`src/rtl/mdu_pkg.sv`:
```
`timescale 1ns/1ps
// Shared definitions for the multiply/divide unit.
// Assumes op codes are two bits wide and that code 3 is reserved.
package mdu_pkg;

    typedef enum logic [1:0] {
        OP_MUL  = 2'b00,
        OP_IDIV = 2'b01,
        OP_FDIV = 2'b10,
        OP_NONE = 2'b11
    } mdu_op_e;

    typedef struct packed {
        logic carry;
        logic ovf;
        logic zero;
    } mdu_flags_t;

endpackage

```
`src/rtl/mdu_ctrl.sv`:
```
`timescale 1ns/1ps
// Sequencer: accepts a request when idle, counts cycles, issues step
// strobes to the cores and a finish strobe on the last cycle.
// Assumes DIV_LAT >= MUL_LAT and that each latency exceeds its iteration count.
module mdu_ctrl
    import mdu_pkg::*;
#(
    parameter int MUL_ITER = 8,
    parameter int MUL_LAT  = 9,
    parameter int DIV_ITER = 16,
    parameter int DIV_LAT  = 41
) (
    input  logic    clk,
    input  logic    rst_n,
    input  logic    start,
    input  mdu_op_e op_in,
    output logic    accept,
    output logic    busy,
    output logic    done,
    output logic    step_mul,
    output logic    step_div,
    output logic    finish,
    output mdu_op_e op_q
);
    localparam int CNT_W = $clog2(DIV_LAT + 1);
    localparam logic [CNT_W-1:0] MUL_LAST = CNT_W'(MUL_LAT - 1);
    localparam logic [CNT_W-1:0] DIV_LAST = CNT_W'(DIV_LAT - 1);
    localparam logic [CNT_W-1:0] MUL_STEPS = CNT_W'(MUL_ITER);
    localparam logic [CNT_W-1:0] DIV_STEPS = CNT_W'(DIV_ITER);

    logic [CNT_W-1:0] cnt;
    logic             is_mul;

    // Decode the acceptance, step and finish strobes from the counter
    always_comb begin
        accept   = start && !busy && (op_in != OP_NONE);
        is_mul   = (op_q == OP_MUL);
        finish   = busy && (cnt == (is_mul ? MUL_LAST : DIV_LAST));
        step_mul = busy && is_mul && (cnt < MUL_STEPS);
        step_div = busy && !is_mul && (cnt < DIV_STEPS);
    end

    // Track busy state, the cycle count and the completion pulse
    always_ff @(posedge clk) begin
        if (!rst_n) begin
            busy <= 1'b0;
            done <= 1'b0;
            cnt  <= '0;
            op_q <= OP_MUL;
        end else begin
            done <= finish;
            if (accept) begin
                busy <= 1'b1;
                cnt  <= '0;
                op_q <= op_in;
            end else if (finish) begin
                busy <= 1'b0;
            end else if (busy) begin
                cnt <= cnt + 1'b1;
            end
        end
    end

endmodule

```
`src/rtl/mdu_mul_core.sv`:
```
`timescale 1ns/1ps
// Shift-add unsigned multiplier: one multiplier bit per step, LSB first.
// Assumes exactly HALF_W steps follow a load before the product is read.
module mdu_mul_core #(
    parameter int HALF_W = 8
) (
    input  logic                clk,
    input  logic                rst_n,
    input  logic                load,
    input  logic                step,
    input  logic [HALF_W-1:0]   mcand_in,
    input  logic [HALF_W-1:0]   mplier_in,
    output logic [2*HALF_W-1:0] product
);
    logic [HALF_W-1:0] hi, lo, mcand;
    logic [HALF_W:0]   sum;

    // Add the multiplicand to the upper half when the current bit is set
    always_comb begin
        sum = {1'b0, hi} + (lo[0] ? {1'b0, mcand} : '0);
    end

    // Load operands, then shift the partial product right each step
    always_ff @(posedge clk) begin
        if (!rst_n) begin
            hi    <= '0;
            lo    <= '0;
            mcand <= '0;
        end else if (load) begin
            hi    <= '0;
            lo    <= mplier_in;
            mcand <= mcand_in;
        end else if (step) begin
            hi <= sum[HALF_W:1];
            lo <= {sum[0], lo[HALF_W-1:1]};
        end
    end

    assign product = {hi, lo};

endmodule

```
`src/rtl/mdu_div_core.sv`:
```
`timescale 1ns/1ps
// Restoring shift-subtract divider, one quotient bit per step.
// Integer mode divides the word; fractional mode divides the word shifted
// left by W (numerator preloaded as the partial remainder).
// Assumes W steps follow a load; zero divisor and fractional overflow
// are resolved by the caller.
module mdu_div_core #(
    parameter int W = 16
) (
    input  logic         clk,
    input  logic         rst_n,
    input  logic         load,
    input  logic         frac,
    input  logic         step,
    input  logic [W-1:0] dvd_in,
    input  logic [W-1:0] dvs_in,
    output logic [W-1:0] quotient,
    output logic [W-1:0] remainder
);
    logic [W-1:0] rem, quo, dvs_q;
    logic [W:0]   shifted, diff;
    logic         fits;

    // Trial subtraction of the divisor from the shifted partial remainder
    always_comb begin
        shifted = {rem, quo[W-1]};
        diff    = shifted - {1'b0, dvs_q};
        fits    = (shifted >= {1'b0, dvs_q});
    end

    // Load the operands, then produce one quotient bit per step
    always_ff @(posedge clk) begin
        if (!rst_n) begin
            rem   <= '0;
            quo   <= '0;
            dvs_q <= '0;
        end else if (load) begin
            rem   <= frac ? dvd_in : '0;
            quo   <= frac ? '0 : dvd_in;
            dvs_q <= dvs_in;
        end else if (step) begin
            rem <= fits ? diff[W-1:0] : shifted[W-1:0];
            quo <= {quo[W-2:0], fits};
        end
    end

    assign quotient  = quo;
    assign remainder = rem;

endmodule

```
`src/rtl/mdu_top.sv`:
```
`timescale 1ns/1ps
// Multicycle multiply / integer divide / fractional divide unit.
// A request is taken when idle; results and flags are registered on the
// completion cycle and held until the next completion.
// Assumes WORD_W is even; the multiply uses the low half of each operand.
module mdu_top
    import mdu_pkg::*;
#(
    parameter int WORD_W     = 16,
    parameter int DIV_CYCLES = 41
) (
    input  logic              clk,
    input  logic              rst_n,
    input  logic              start,
    input  logic [1:0]        op,
    input  logic [WORD_W-1:0] opnd_a,
    input  logic [WORD_W-1:0] opnd_b,
    output logic              busy,
    output logic              done,
    output logic [WORD_W-1:0] result_q,
    output logic [WORD_W-1:0] result_r,
    output logic              flag_c,
    output logic              flag_v,
    output logic              flag_z
);
    localparam int HALF_W  = WORD_W / 2;
    localparam int MUL_LAT = HALF_W + 1;
    localparam int DIV_LAT = (DIV_CYCLES > WORD_W) ? DIV_CYCLES : WORD_W + 1;

    mdu_op_e           op_in, op_q;
    logic              accept, step_mul, step_div, finish;
    logic [WORD_W-1:0] a_q, b_q;
    logic [WORD_W-1:0] product, div_q, div_r;
    logic [WORD_W-1:0] nxt_q, nxt_r;
    mdu_flags_t        nxt_f;

    assign op_in = mdu_op_e'(op);

    mdu_ctrl #(
        .MUL_ITER (HALF_W),
        .MUL_LAT  (MUL_LAT),
        .DIV_ITER (WORD_W),
        .DIV_LAT  (DIV_LAT)
    ) u_ctrl (
        .clk      (clk),
        .rst_n    (rst_n),
        .start    (start),
        .op_in    (op_in),
        .accept   (accept),
        .busy     (busy),
        .done     (done),
        .step_mul (step_mul),
        .step_div (step_div),
        .finish   (finish),
        .op_q     (op_q)
    );

    mdu_mul_core #(.HALF_W(HALF_W)) u_mul (
        .clk       (clk),
        .rst_n     (rst_n),
        .load      (accept),
        .step      (step_mul),
        .mcand_in  (opnd_a[HALF_W-1:0]),
        .mplier_in (opnd_b[HALF_W-1:0]),
        .product   (product)
    );

    mdu_div_core #(.W(WORD_W)) u_div (
        .clk       (clk),
        .rst_n     (rst_n),
        .load      (accept),
        .frac      (op_in == OP_FDIV),
        .step      (step_div),
        .dvd_in    (opnd_a),
        .dvs_in    (opnd_b),
        .quotient  (div_q),
        .remainder (div_r)
    );

    // Keep the operands for edge-case resolution at completion
    always_ff @(posedge clk) begin
        if (!rst_n) begin
            a_q <= '0;
            b_q <= '0;
        end else if (accept) begin
            a_q <= opnd_a;
            b_q <= opnd_b;
        end
    end

    // Select the final result and flags, covering zero divisor and overflow
    always_comb begin
        nxt_q = div_q;
        nxt_r = div_r;
        nxt_f = '0;
        unique case (op_q)
            OP_MUL: begin
                nxt_q       = product;
                nxt_r       = '0;
                nxt_f.carry = product[HALF_W-1];
            end
            OP_IDIV: begin
                if (b_q == '0) begin
                    nxt_q       = '1;
                    nxt_r       = a_q;
                    nxt_f.carry = 1'b1;
                end
                nxt_f.zero = (nxt_q == '0);
            end
            default: begin
                if (b_q == '0) begin
                    nxt_q       = '1;
                    nxt_r       = a_q;
                    nxt_f.carry = 1'b1;
                end else if (a_q >= b_q) begin
                    nxt_q     = '1;
                    nxt_r     = a_q;
                    nxt_f.ovf = 1'b1;
                end
                nxt_f.zero = (nxt_q == '0);
            end
        endcase
    end

    // Register results and flags on the completion cycle only
    always_ff @(posedge clk) begin
        if (!rst_n) begin
            result_q <= '0;
            result_r <= '0;
            flag_c   <= 1'b0;
            flag_v   <= 1'b0;
            flag_z   <= 1'b0;
        end else if (finish) begin
            result_q <= nxt_q;
            result_r <= nxt_r;
            flag_c   <= nxt_f.carry;
            flag_v   <= nxt_f.ovf;
            flag_z   <= nxt_f.zero;
        end
    end

endmodule

```
`config.mk`:
```
export PLATFORM = sky130hd
export DESIGN_NAME = mdu_top
export DESIGN_NICKNAME = d
export VERILOG_FILES = /design/src/rtl/mdu_pkg.sv /design/src/rtl/mdu_ctrl.sv /design/src/rtl/mdu_mul_core.sv /design/src/rtl/mdu_div_core.sv /design/src/rtl/mdu_top.sv
export SDC_FILE = /design/constraint.sdc
export NUM_CORES = 1
export LEC_CHECK = 0
export BUFFER_PORTS_ARGS = -buffer_cell sky130_fd_sc_hd__buf_2
export CORE_MARGIN = 2
export CORE_UTILIZATION = 60
export DETAILED_ROUTE_END_ITERATION = 6
export PLACE_DENSITY = 0.78
export SETUP_SLACK_MARGIN = 0.4
export SLEW_MARGIN = 20
export SYNTH_ARGS = -nofsm -noshare
export SYNTH_HDL_FRONTEND = slang
export SYNTH_SLANG_ARGS = --single-unit
export TNS_END_PERCENT = 20
```
`constraint.sdc`:
```
create_clock -name clk -period 3.43 [get_ports clk]
set_input_delay 0 -clock clk [delete_from_list [all_inputs] [get_ports clk]]
set_output_delay 0 -clock clk [all_outputs]
set_load 0.05 [all_outputs]
```
# Word level (Yosys, flattened, before mapping)
# Index checks and enable logic that the tools add are counted.
[op_classes]
n_eq_ne = 4
bitwise_logic = 2
n_mux = 29
order_cmp = 4
reduce_logical = 19
addsub = 3
[ops]
columns = ["cell", "count"]
rows = [
  ["$mux 16", 15],
  ["$pmux 16 s2", 2],
  ["$logic_not 16->1", 3],
  ["$mux 8", 3],
  ["$ge 17x16->1", 1],
  ["$ge 16x16->1", 1],
  ["$sub 16x16->16", 1],
  ["$add 8x9->9", 1],
  ["$logic_and 1x1->1", 7],
  ["$mux 1", 7],
  ["$add 6x1->6 const B", 1],
  ["$eq 6x6->1", 1],
  ["$lt 6x4->1 const B", 1],
  ["$lt 6x5->1 const B", 1],
  ["$mux 6", 1],
  ["$reduce_bool 2->1", 3],
  ["$reduce_or 2->1", 2],
  ["$eq 2x1->1 const B", 1],
  ["$eq 2x2->1 const B", 1],
  ["$logic_not 1->1", 2],
  ["$logic_not 2->1", 1],
  ["$ne 2x2->1 const B", 1],
  ["$not 1->1", 2],
  ["$pmux 1 s2", 1],
  ["$reduce_and 2->1", 1],
]
[totals]
reg_bits = 133
input_bits = 37

# Longest topological paths before layout
[depth]
ltp_word = 6
ltp_mapped = 11
ltp_nobuf = 11

# Modules after synthesis
# Synthesis repeated with hierarchy kept, for this count alone.
[hier_totals]
hier_cells = 1056
hier_area_um2 = 8841.0
[by_module_without_submodules]
columns = ["module", "area_per_inst_um2", "cells_per_inst", "n_inst"]
rows = [
  ["mdu_top", 3742.3, 451, 1],
  ["mdu_div_core", 3241.9, 396, 1],
  ["mdu_mul_core", 1365.1, 152, 1],
  ["mdu_ctrl", 491.7, 57, 1],
]

# Least setup slack after synthesis
# No wires, ideal clock.
[synth_timing]
kind = "flip-flop to flip-flop"
start = "reg u_div.dvs_q[2]"
end = "reg u_div.rem[1] (netlist: u_div.remainder[1])"
stages_incl_launch_ff = 11
setup_slack_ps = 1054
synth_period_minus_slack_ps = 2376
arrival_ps = 2256
setup_ps = 120
cell_sequence = "dfxtp_1 inv_1 ha_1 o211ai_2 a211oi_1 or2_0 a221o_1 a21oi_2 buf_6 nor4_1 a211o_1"
[synth_between]
elab_chain_len = 4
[synth_lines]
columns = ["item", "line", "rtl"]
rows = [
  ["start: declaration", "mdu_div_core.sv:20", "logic [W-1:0] rem, quo, dvs_q;"],
  ["start signal: assignment", "mdu_div_core.sv:40", "dvs_q <= dvs_in;"],
  ["$ge 17x16->1", "mdu_div_core.sv:28", "fits = (shifted >= {1'b0, dvs_q});"],
  ["$mux 16", "mdu_div_core.sv:42", "rem <= fits ? diff[W-1:0] : shifted[W-1:0];"],
  ["$mux 16", "mdu_div_core.sv:41", "end else if (step) begin"],
  ["$mux 16", "mdu_div_core.sv:37", "end else if (load) begin"],
  ["end signal: assignment", "mdu_div_core.sv:38", "rem <= frac ? dvd_in : '0;"],
  ["end signal: assignment", "mdu_div_core.sv:42", ""],
  ["end: declaration", "mdu_div_core.sv:20", ""],
]
# No other way between the ends. The select of a mux whose other input is x is not followed.
# A chain may end at the register's enable or synchronous reset.

# Final worst setup path
[layout_timing]
start = "reg a_q[0]"
end = "reg result_r[2]"
[layout_between]
elab_chain_len = 4
[layout_lines]
columns = ["item", "line", "rtl"]
rows = [
  ["start: declaration", "mdu_top.sv:32", "logic [WORD_W-1:0] a_q, b_q;"],
  ["start signal: assignment", "mdu_top.sv:86", "a_q <= opnd_a;"],
  ["$ge 16x16->1", "mdu_top.sv:115", "end else if (a_q >= b_q) begin"],
  ["$mux 16", "mdu_top.sv:115", ""],
  ["$mux 16", "mdu_top.sv:111", "if (b_q == '0) begin"],
  ["$pmux 16 s2", "mdu_top.sv:96", "unique case (op_q)"],
  ["end signal: assignment", "mdu_top.sv:135", "result_r <= nxt_r;"],
  ["end: declaration", "mdu_top.sv:21", "output logic [WORD_W-1:0] result_r,"],
]
# No other way between the ends.

==> key figures <==
Synth
  • Main synth FF type: dfxtp_1
  • Asr flop ratio synth: 0%
  • Cell count after synthesis: roughly 900
  • Seq cells post-synth: about 130
  • Seq/Total Area, Yosys: 34.4%
  • Synth warn: 0
  • Syn_nets: slightly below 1000
  • Post-Syn Area per Cell: approximately 8.1 µm²
  • Synthesized area: ~7300 µm²
  • Post-synth EDFFs: 0
  • Count of cell types in the netlist: between 60 and 70

Power
  • Switching Share: about a third
  • Leakage power figure: 0.00365 µW
  • VDD IR max: roughly 0.44 mV
  • Sequential Power Share: a little under a third
  • Comb power frac: about a third
  • Psw: around 1900 µW
  • Pwr/cell area: between 600 and 700 nW/µm²
  • Clock power frac: 36.2%
  • Cell-internal power: 3580 µW

Clock network
  • Num CTS Buffers: 17
  • CTS tree: done
  • CTS Root Cell: clkbuf_16
  • Clk_lat worst skew: between 0.4 and 0.5 ns
  • Register clock-pin slew on the reported worst setup and hold paths: around 0.060 ns
  • CTS max path bufs: 2
  • TritonCTS sink count: 125
  • H-tree levels: 4

Timing
  • Slew margin rel.: a little over a third
  • Pins over their slew limit: 0
  • Clock skew: ~0.008 ns
  • Hold WS: 0.188 ns
  • Fmax: approximately 360 MHz
  • Period utilization: about four fifths
  • RSZ-0062 raised after global routing: yes
  • Post-route setup slack: ~0.64 ns
  • Final min period: between 2 and 3 ns
  • Final setup vio count: 0
  • Fin. Hold Viols: 0
  • Setup Total Neg Slack: 0 ns
  • Worst Max-Slew Pin Slew: 0.954 ns

Die
  • Rows: 40
  • # IOs: 74
  • Starting Density: roughly three fifths
  • Die W: roughly 110 µm
  • Total core area: 11900 µm²
  • Die area: roughly 13000 µm²
  • Chip Height: 114 µm

Routing
  • Routed Wire Length: roughly 22 mm
  • Drt drc: 0
  • Routed vias/inst: ~6.4
  • Detailed Routing Iterations Pass 1: 6
  • Via Count: 7320
  • Wire per inst: roughly 20 µm
  • Iteration-0 DRC Markers: 839
  • Antenna Violating Nets Remaining: 0

Critical path
  • Cell Chain, Critical Path: inv_1 -> ha_1 -> nand2b_1 -> a211oi_1 -> o21bai_1 -> a221oi_1 -> o21a_1 -> a21oi_1 -> a21oi_1
  • Register-to-Register Path Depth: 9
  • Crit Path Max Fanout: 17
  • Slowest stage delay, CP: 0.62 ns
  • Reg-to-Reg Start: a_q[0]
  • Data arrival, critical path: ~3.1 ns
  • CP endpoint kind: register
  • Crit path kind: reg2reg
  • CP Capture Point: result_r[2]
  • CP required: 3.79 ns
  • End of the worst register-to-register path: result_r[2]
  • Slowest CP cell: o21a_1
  • Worst R2R Setup Slack: ~0.64 ns
  • Worst setup path startpoint: a_q[0]
  • Cell mode on critical path: a21oi_1
  • Crit start category: register

Global routing
  • Initial antenna violation count: 0
  • Number of global-route vias before repair: between 6000 and 7000
  • Pin count of the biggest net entering global routing: 54
  • Total GRT Usage: about 35%
  • First-pass GRT wire length: 35.9 mm
  • Total grt overflow: 0

Place
  • DP Worst Slack: roughly 0.76 ns
  • DP HPWL: between 15 and 20 mm
  • Port Buffers: 73
  • RD Place Congestion: around 0.96

Finish
  • Layout cell share with drive strength beyond 1: roughly 15%
  • P&R area growth vs syn: 20.5%
  • Filler cell count: about 950
  • Nets@finish: approximately 1100
  • Antenna cell count: 0

Flow run
  • Max-cap violations: 0

Hold path
  • Hold Path Class: in2reg
  • Worst hold stages: 4

Outcome
  • Run status: finished clean
[metrics by stage]
step | cells | util (%) | area (µm²) | power [µW]
after detailed placement | 1082 | 65.2 | 7770 | 3390
after CTS | 1148 | 73.5 | 8760 | 5390
after global routing | 1148 | 73.7 | 8770 | 5680
after global placement | 1082 | 65.2 | 7770 | 3360
after floorplan | 898 | - | 7280 | 2990
final | 1148 | 73.7 | 8770 | 5450
[cells in the mapped netlist (12+ instances only)]
cell type  instances  share of area (%)
a21boi_0          36                3.7
a21oi_1           81                5.6
a221oi_1          16                1.9
clkbuf_1          41                2.1
dfxtp_1          125                 34
ha_1              42                7.2
inv_1             33                1.7
mux2i_1           28                3.8
nand2_1          118                6.1
nand2b_1          12                1.0
nor2_1            40                2.1
nor3b_1           16                1.6
o211ai_1          20                2.1
o21ai_0           92                6.3
or3_1             16                1.4
xnor2_1           13                1.6
[logic make-up after synthesis]
group	Yosys count	share of synthesized area, %
and+or+nand+nor	265	17.8
xor gates and xnor gates	20	2.41
buffers and inverters	91	5.03
DFF	125	34.4
muxes	36	5.09
adders and majority gates	44	7.77
AOI/OAI and AO/OA	317	27.5
[power groups by stage]
| stage | combinational, µW | clock [µW] | sequential [µW] |
|---|---|---|---|
| 2_1_floorplan | 1310 | 0 | 1680 |
| 3_3_place_gp | 1630 | 0 | 1730 |
| 3_5_place_dp | 1650 | 0 | 1740 |
| 4_1_cts | 1710 | 1980 | 1710 |
| 5_1_grt | 1910 | 2040 | 1730 |
| 6_report | 1760 | 1970 | 1720 |
[worst max-delay path, delay by kind of cell, from the launching register on]
| family | cells | cell delay [ns] |
|---|---|---|
| flip-flops | 1 | 0.39 |
| buffers and inverters | 1 | 0.08 |
| AO/OA/AOI/OAI | 6 | 1.78 |
| AND/OR/NAND/NOR | 1 | 0.16 |
| adder cells (fa/ha/maj) | 1 | 0.30 |
[layout make-up]
| type | count | area (µm²) | area share, % |
|---|---|---|---|
| Timing Repair Buffer | 129 | 871 | 9.92 |
| Clock buffer | 20 | 467 | 5.32 |
| Clock inverter | 12 | 181 | 2.07 |
| Inverter | 33 | 124 | 1.41 |
| Tap cell | 147 | 184 | 2.10 |
| Multi-Input combinational cell | 682 | 4450 | 50.7 |
| Sequential cell | 125 | 2500 | 28.5 |
[worst min-delay path by stage]
stage / startpoint / end / slack (ns)
CTS: op[1] / u_div.remainder[13] / 0.24
global route: op[1] / u_div.remainder[10] / 0.21
detailed placement: opnd_b[13] / u_div.dvs_q[13] / 0.26
global placement: opnd_b[14] / u_div.dvs_q[14] / 0.25
finish: op[1] / u_div.remainder[13] / 0.19
floorplan: opnd_a[15] / a_q[15] / 0.14
[sequential cells by signal, summed over array words and instances, names as in the netlist]
register / count
u_div.quotient: 16
u_ctrl.done: 1
flag_v: 1
a_q: 16
u_mul.hi: 8
u_ctrl.cnt: 6
u_div.dvs_q: 16
u_ctrl.op_q: 2
result_r: 16
flag_z: 1
result_q: 16
flag_c: 1
u_div.remainder: 16
u_ctrl.busy: 1
u_mul.lo: 8
[repair_timing]
item / 4_1_cts / 5_1_grt
endpoints found under the hold margin: 57 / 0
resized for setup: 0 / 1
hold buffers: 34 / 0
setup buffers: 0 / 0
setup endpoints to repair: 0 / 19
[layer usage]
metal  GRT usage, %  vias up  wire (µm)
li1               -     3441          -
met1           48.6     3411       9670
met2           53.4      388       9780
met3           8.15       80       2210
met4           15.2        0        835
met5              0        -          0
[layout by cell type (no fill, tap or decap), types with 16 or more instances in the layout]
master	synthesis	final
a21boi_0	36	36
a21oi_1	81	80
a221oi_1	16	16
buf_2	11	73
buf_4	1	22
clkbuf_16	0	17
dfxtp_1	125	125
dlygate4sd3_1	0	34
ha_1	42	42
inv_1	33	33
mux2i_1	28	28
nand2_1	118	118
nor2_1	40	39
nor3b_1	16	16
o211ai_1	20	20
o21ai_0	92	92
or3_1	16	16
(Power assumes the default switching activity.)
